--- src/rtl/timer_pkg.sv ---
package timer_pkg;
    localparam int MODE_W = 3;

    typedef enum logic [2:0] {
        TM_13    = 3'd0,
        TM_16    = 3'd1,
        TM_RLD   = 3'd2,
        TM_SPLIT = 3'd3,
        TM_HOLD  = 3'd4
    } tmode_e;
endpackage

--- src/rtl/tmr_mode_dec.sv ---
module tmr_mode_dec
    import timer_pkg::*;
#(
    parameter bit SPLIT_OK = 1'b0
) (
    input  logic [MODE_W-1:0] code_i,
    output tmode_e            mode_o
);
    tmode_e split_variant;

    generate
        if (SPLIT_OK) begin : g_split
            assign split_variant = TM_SPLIT;
        end else begin : g_nosplit
            assign split_variant = TM_HOLD;
        end
    endgenerate

    always_comb begin
        unique case (code_i)
            3'b000:  mode_o = TM_13;
            3'b001:  mode_o = TM_16;
            3'b010:  mode_o = TM_RLD;
            3'b011:  mode_o = split_variant;
            default: mode_o = TM_HOLD;
        endcase
    end
endmodule

--- src/rtl/tmr_chan.sv ---
module tmr_chan
    import timer_pkg::*;
#(
    parameter int BYTE_W   = 8,
    parameter int PRE_W    = 5,
    parameter bit SPLIT_OK = 1'b0
) (
    input  logic              clk,
    input  logic              rst_n,
    input  logic [MODE_W-1:0] code_i,
    input  logic              run_i,
    input  logic              pulse_i,
    input  logic              halt_i,
    input  logic              alt_run_i,
    input  logic              ext_set_i,
    input  logic              wr_lo_i,
    input  logic              wr_hi_i,
    input  logic [BYTE_W-1:0] wr_data_i,
    input  logic              clr_i,
    output logic [BYTE_W-1:0] lo_o,
    output logic [BYTE_W-1:0] hi_o,
    output logic              flag_o,
    output logic              split_o,
    output logic              alt_ovf_o
);
    localparam logic [BYTE_W-1:0] ONE      = BYTE_W'(1);
    localparam logic [BYTE_W-1:0] PRE_MASK = BYTE_W'((1 << PRE_W) - 1);

    typedef struct packed {
        logic [BYTE_W-1:0] lo;
        logic [BYTE_W-1:0] hi;
        logic              flag;
    } chan_state_t;

    chan_state_t s_d, s_q;
    tmode_e      mode;
    logic        tick;
    logic        set_lo, set_hi;

    tmr_mode_dec #(.SPLIT_OK(SPLIT_OK)) u_dec (
        .code_i (code_i),
        .mode_o (mode)
    );

    assign split_o   = (mode == TM_SPLIT);
    assign alt_ovf_o = (mode == TM_SPLIT) && alt_run_i && (&s_q.hi) && !wr_hi_i;
    assign tick      = run_i && pulse_i && !halt_i && !wr_lo_i;

    always_comb begin
        s_d    = s_q;
        set_lo = 1'b0;
        set_hi = 1'b0;
        unique case (mode)
            TM_13: begin
                if (tick) begin
                    s_d.lo = (s_q.lo + ONE) & PRE_MASK;
                    if (&s_q.lo[PRE_W-1:0]) begin
                        s_d.hi = s_q.hi + ONE;
                        set_hi = &s_q.hi;
                    end
                end else begin
                    s_d.lo = s_q.lo & PRE_MASK;
                end
            end
            TM_16: begin
                if (tick) begin
                    s_d.lo = s_q.lo + ONE;
                    if (&s_q.lo) begin
                        s_d.hi = s_q.hi + ONE;
                        set_hi = &s_q.hi;
                    end
                end
            end
            TM_RLD: begin
                if (tick) begin
                    if (&s_q.lo) begin
                        s_d.lo = s_q.hi;
                        set_lo = 1'b1;
                    end else begin
                        s_d.lo = s_q.lo + ONE;
                    end
                end
            end
            TM_SPLIT: begin
                if (tick) begin
                    s_d.lo = s_q.lo + ONE;
                    set_lo = &s_q.lo;
                end
                if (alt_run_i) begin
                    s_d.hi = s_q.hi + ONE;
                end
            end
            default: ;
        endcase

        if (wr_lo_i) begin
            s_d.lo = (mode == TM_13) ? (wr_data_i & PRE_MASK) : wr_data_i;
        end
        if (wr_hi_i) begin
            s_d.hi = wr_data_i;
            set_hi = 1'b0;
        end
        s_d.flag = (s_q.flag && !clr_i) || set_lo || set_hi || ext_set_i;
    end

    always_ff @(posedge clk or negedge rst_n) begin
        if (!rst_n) begin
            s_q <= '0;
        end else begin
            s_q <= s_d;
        end
    end

    assign lo_o   = s_q.lo;
    assign hi_o   = s_q.hi;
    assign flag_o = s_q.flag;


    hold_mode_chk: assert property (@(posedge clk) disable iff (!rst_n)
        (mode == TM_HOLD && !wr_lo_i && !wr_hi_i) |=> $stable({s_q.lo, s_q.hi}));


    pre_top_zero_chk: assert property (@(posedge clk) disable iff (!rst_n)
        (mode == TM_13) |=> (s_q.lo[BYTE_W-1:PRE_W] == '0));


    reload_hi_chk: assert property (@(posedge clk) disable iff (!rst_n)
        (mode == TM_RLD && !wr_hi_i) |=> $stable(s_q.hi));


    flag_sticky_chk: assert property (@(posedge clk) disable iff (!rst_n)
        (s_q.flag && !clr_i) |=> s_q.flag);


    idle_hold_chk: assert property (@(posedge clk) disable iff (!rst_n)
        (!run_i && !wr_lo_i && (mode == TM_16 || mode == TM_RLD)) |=> $stable(s_q.lo));
endmodule

--- src/rtl/dual_timer_unit.sv ---
module dual_timer_unit
    import timer_pkg::*;
#(
    parameter int BYTE_W = 8,
    parameter int PRE_W  = 5
) (
    input  logic                clk,
    input  logic                rst_n,
    input  logic [MODE_W-1:0]   mode0_i,
    input  logic [MODE_W-1:0]   mode1_i,
    input  logic [1:0]          run_i,
    input  logic [1:0]          pulse_i,
    input  logic                wr_en_i,
    input  logic                wr_chan_i,
    input  logic                wr_hi_i,
    input  logic [BYTE_W-1:0]   wr_data_i,
    input  logic [1:0]          flag_clr_i,
    output logic [2*BYTE_W-1:0] cnt0_o,
    output logic [2*BYTE_W-1:0] cnt1_o,
    output logic [1:0]          flag_o
);
    localparam int N_CH = 2;

    logic [MODE_W-1:0] mode_sel [N_CH];
    logic [BYTE_W-1:0] lo_w     [N_CH];
    logic [BYTE_W-1:0] hi_w     [N_CH];
    logic [N_CH-1:0]   split_w, alt_ovf_w, flag_w;

    assign mode_sel[0] = mode0_i;
    assign mode_sel[1] = mode1_i;

    for (genvar i = 0; i < N_CH; i++) begin : g_ch
        localparam int OTHER = N_CH - 1 - i;
        logic sel_me;
        assign sel_me = wr_en_i && (wr_chan_i == 1'(i));

        tmr_chan #(
            .BYTE_W   (BYTE_W),
            .PRE_W    (PRE_W),
            .SPLIT_OK (i == 0)
        ) u_ch (
            .clk       (clk),
            .rst_n     (rst_n),
            .code_i    (mode_sel[i]),
            .run_i     (run_i[i]),
            .pulse_i   (pulse_i[i]),
            .halt_i    (split_w[OTHER]),
            .alt_run_i (run_i[OTHER]),
            .ext_set_i (alt_ovf_w[OTHER]),
            .wr_lo_i   (sel_me && !wr_hi_i),
            .wr_hi_i   (sel_me && wr_hi_i),
            .wr_data_i (wr_data_i),
            .clr_i     (flag_clr_i[i]),
            .lo_o      (lo_w[i]),
            .hi_o      (hi_w[i]),
            .flag_o    (flag_w[i]),
            .split_o   (split_w[i]),
            .alt_ovf_o (alt_ovf_w[i])
        );
    end

    assign cnt0_o = {hi_w[0], lo_w[0]};
    assign cnt1_o = {hi_w[1], lo_w[1]};
    assign flag_o = flag_w;


    split_halt_chk: assert property (@(posedge clk) disable iff (!rst_n)
        (mode0_i == 3'b011 && !(wr_en_i && wr_chan_i)) |=> $stable(cnt1_o));


    ch1_split_code_chk: assert property (@(posedge clk) disable iff (!rst_n)
        (mode1_i == 3'b011 && mode0_i != 3'b011 && !(wr_en_i && wr_chan_i)) |=> $stable(cnt1_o));
endmodule

--- config.mk ---
export PLATFORM = sky130hd
export DESIGN_NAME = dual_timer_unit
export DESIGN_NICKNAME = d
export VERILOG_FILES = /design/src/rtl/timer_pkg.sv /design/src/rtl/tmr_mode_dec.sv /design/src/rtl/tmr_chan.sv /design/src/rtl/dual_timer_unit.sv
export SDC_FILE = /design/constraint.sdc
export NUM_CORES = 1
export LEC_CHECK = 0
export ABC_AREA = 1
export BUFFER_PORTS_ARGS = -buffer_cell sky130_fd_sc_hd__buf_2
export CAP_MARGIN = 10
export CELL_PAD_IN_SITES_DETAIL_PLACEMENT = 1
export CELL_PAD_IN_SITES_GLOBAL_PLACEMENT = 1
export CORE_ASPECT_RATIO = 1.4
export CORE_MARGIN = 3
export CORE_UTILIZATION = 35
export DETAILED_ROUTE_END_ITERATION = 10
export MAX_ROUTING_LAYER = met4
export PLACE_DENSITY_LB_ADDON = 0.1
export SYNTH_ARGS = -nofsm -noshare
export SYNTH_HDL_FRONTEND = slang
export SYNTH_SLANG_ARGS = --single-unit
--- constraint.sdc ---
create_clock -name clk -period 1.7 [get_ports clk]
set_clock_uncertainty 0.15 [all_clocks]
set_input_delay 0.34 -clock clk [delete_from_list [all_inputs] [get_ports clk]]
set_output_delay 0.34 -clock clk [all_outputs]
set_load 0.01 [all_outputs]
==> impl_metrics.py <==
metrics = {
    "run_status": {
        "status": "finished with violations",
        "violations": "setup timing",
    },
    "cts": {
        "htree_num_levels": 2,
        "worstSkewPairLatency_ns": 0.30,
        "cts_buffers": 5,
        "cts.path.max_buffers": 2,
        "ctsRootBufferMaster": "clkbuf_8",
        "cts_tree": "built",
        "numClockSinks": 34,
        "cts.clk_slew.worst_paths_ns": 0.08,
    },
    "logic_synthesis": {
        "netlist.top_cell.by_area": "dfrtp_1",
        "synth_area_leaders": "dfrtp_1, nand2_1, nand3_1",
        "synthTopCellsByCount": "nand2_1, nand3_1, inv_1",
        "syn_avg_cell_area_sq_um": 6.159,
        "synthArstFlopShare_pct": 100.0,
        "synth-seq-cells": 34,
        "synth_nets": 507,
        "synth_cells": 476,
        "synth-edff-count": 0,
        "seq_area_frac_synth_pct": 29.02,
        "synthDistinctLibCells": 30,
        "yosys.area.top_type_share_pct": 29.02,
        "syn-cell-area_sq_um": 2932,
        "synth_ff_type": "dfrtp_1",
        "synth-warning-count": 0,
        "yosysMostFrequentCell": "nand2_1",
    },
    "sta": {
        "relSlewSlack_pct": 64.27,
        "worst_pin_slew_ns": 0.5345,
        "period_share_pct": 104.5,
        "max_freq_mhz": 563.0,
        "setup_slack_ns": -0.07630,
        "fin_tns_setup_ns": -0.6398,
        "timing.hold.ws_ns": 0.1589,
        "setup_viol": 17,
        "drv_slew": 0,
        "hold_viol_final": 0,
        "grt_setup_unrepaired": "yes",
        "period_minus_slack_ns": 1.776,
    },
    "critical_path": {
        "critPathMaxStageDelay_ns": 0.40,
        "cp_max_fo": 8,
        "crit_start": "g_ch[0].u_ch.lo_o[0]$_DFFE_PN0P_",
        "cp-start-kind": "flop",
        "worstPathArrival_ns": 1.82,
        "cpMostUsedCell": "ha_4",
        "critPathCaptureType": "flop",
        "cp_slowest_cell": "dfrtp_1",
        "critPathBufInv": 1,
        "rr_startpoint": "g_ch[0].u_ch.lo_o[0]$_DFFE_PN0P_",
        "cp_data_required_time_ns": 1.74,
        "crit_chain": "ha_4, nand2_4, nor2_4, ha_4, inv_4, o21ai_4, nand3_4, nand3_1, nand2_1",
        "crit_family": "simple AND/OR/NAND/NOR gates",
        "worstSetupPathType": "flop to flop",
    },
    "finish": {
        "final_area_sq_um": 4165,
        "drive_above_1_share_pct": 34.87,
        "fin_nets": 615,
        "finalNonFillerCells": 685,
        "syn_to_final_growth_pct": 42.08,
        "diodes": 0,
    },
    "placement": {
        "numPortBuffers": 58,
        "dp_cells": 665,
        "gp_congestion": 0.8101,
        "placed_cell_area_sq_um": 3606,
        "preCtsSetupSlack_ns": -0.1333,
        "dp_hpwl_mm": 8.101,
    },
    "floorplanning": {
        "die_w_microns": 83.35,
        "num_io_pins": 59,
        "fp-row-count": 38,
        "fp.dieH_microns": 114.3,
        "initial_core_util_pct": 36.92,
        "core_area_sq_um": 7940,
        "die_area_sq_um": 9526,
    },
    "route": {
        "wl_mm": 10.72,
        "viasPerCell": 5.225,
        "drtIter0Drc": 122,
        "ant_nets": 0,
        "drt_first_pass_iters": 4,
        "post_drt_wl_per_cell_microns": 15.65,
        "drc": 0,
        "vias": 3579,
    },
    "grt": {
        "overflow": 0,
        "antenna_found_initial": 0,
        "grt_max_degree": 35,
        "grt_pass1_vias": 3817,
        "grt_pass1_wl_mm": 17.71,
        "grtUsageTotal_pct": 23.50,
    },
    "min_path": {
        "min_from": "flag_clr_i[0]",
        "hp-class": "input pin to flop",
    },
    "run": {
        "max_cap_viol_count": 0,
    },
    "power_and_ir_drop": {
        "power.leakage_uw": 0.002309,
        "vdd_drop_max_uv": 612.9,
        "powerDensity_nw_per_um2": 934.1,
    },
}
[state kept, by name, summed over array words and instances (netlist names)]
signal,count
g_ch.u_ch.lo_o,16
g_ch.u_ch.hi_o,16
g_ch.u_ch.flag_o,2
[per-stage QoR]
stage	power [uW]	util, %
4_1_cts	3766	49.76
6_report	3891	52.46
3_3_place_gp	2887	45.41
3_5_place_dp	2953	45.41
2_1_floorplan	2141	-
5_1_grt	4212	52.46
[path summary, 6_finish.rpt]
check	end	slack [ns]	depth (start not counted)
max	g_ch[0].u_ch.hi_o[3]$_DFFE_PN0P_	-0.08	9
min	g_ch[0].u_ch.flag_o$_DFF_PN0_	0.16	4
max in group asynchronous	g_ch[0].u_ch.hi_o[2]$_DFFE_PN0P_	0.57	3
min in group asynchronous	g_ch[0].u_ch.flag_o$_DFF_PN0_	0.47	3
min reg2reg	g_ch[0].u_ch.flag_o$_DFF_PN0_	0.34	2
max reg2reg	g_ch[0].u_ch.hi_o[3]$_DFFE_PN0P_	-0.08	9
[worst register-to-register path, delay by kind of cell, from the launching register on]
family / cells / cell delay [ns]
fa+ha+maj: 2 / 0.34
buf+inv: 1 / 0.04
flops: 1 / 0.40
simple gates: 5 / 0.58
compound gates: 1 / 0.15
[power breakdown]
| group | leakage [uW] | switching [uW] | internal (uW) |
|---|---|---|---|
| sequential | 0.000441 | 241 | 1010 |
| combinational | 0.00182 | 1080 | 869 |
| clock | 0.0000472 | 356 | 327 |
[timing repair]
action | 4_1_cts | 5_1_grt
pin swaps | 17 | 24
hold buffers | 1 | 0
gates resized for setup | 36 | 47
endpoints found under the hold margin | 34 | 0
setup endpoints to repair | 23 | 34
buffers inserted | 8 | 3
[final cells by class]
type | instances | area [sq um]
clock buffers | 6 | 82.58
clock inverters | 2 | 12.51
fillers | 1076 | 3775
inverters | 72 | 275.3
multi-input cells | 361 | 2096
flip-flops and latches | 34 | 850.8
well taps | 100 | 125.1
repair buffers | 110 | 723.2
[placed cells by master (no fill, tap or decap), types with 3 or more instances in the layout]
master and instances:
buf_2 58, o211ai_1 3, nand3_1 56, nor2_2 7, nand3_2 33, nor2_4 6
o21ai_0 23, inv_1 66, ha_4 4, xor2_1 6, o21ai_2 6, nand2_4 5
nand2_1 143, nor2_1 22, a21oi_1 5, xnor2_1 3, nand4_1 8, inv_2 4
clkbuf_8 6, nor3_1 3, dfrtp_1 34, nand2_2 12, buf_4 45, buf_6 4
[metal layers]
layer / share of wire (%) / up-vias / track usage, % / wire length [microns]
met5: 0 / - / - / 0
met4: 2.2 / 0 / 9.597 / 233
met3: 2.8 / 22 / 2.520 / 304
met2: 58 / 61 / 46.41 / 6212
met1: 37 / 1745 / 23.11 / 3969
li1: - / 1751 / - / -
[cell families after synthesis]
group	Yosys count	share of synthesized area, %
fa+ha+maj	6	2.561
compound gates	46	8.750
simple gates	300	46.18
flops	34	29.02
buf+inv	81	10.80
xor+xnor	9	2.689
No activity file was read; power rests on OpenSTA's default activity.
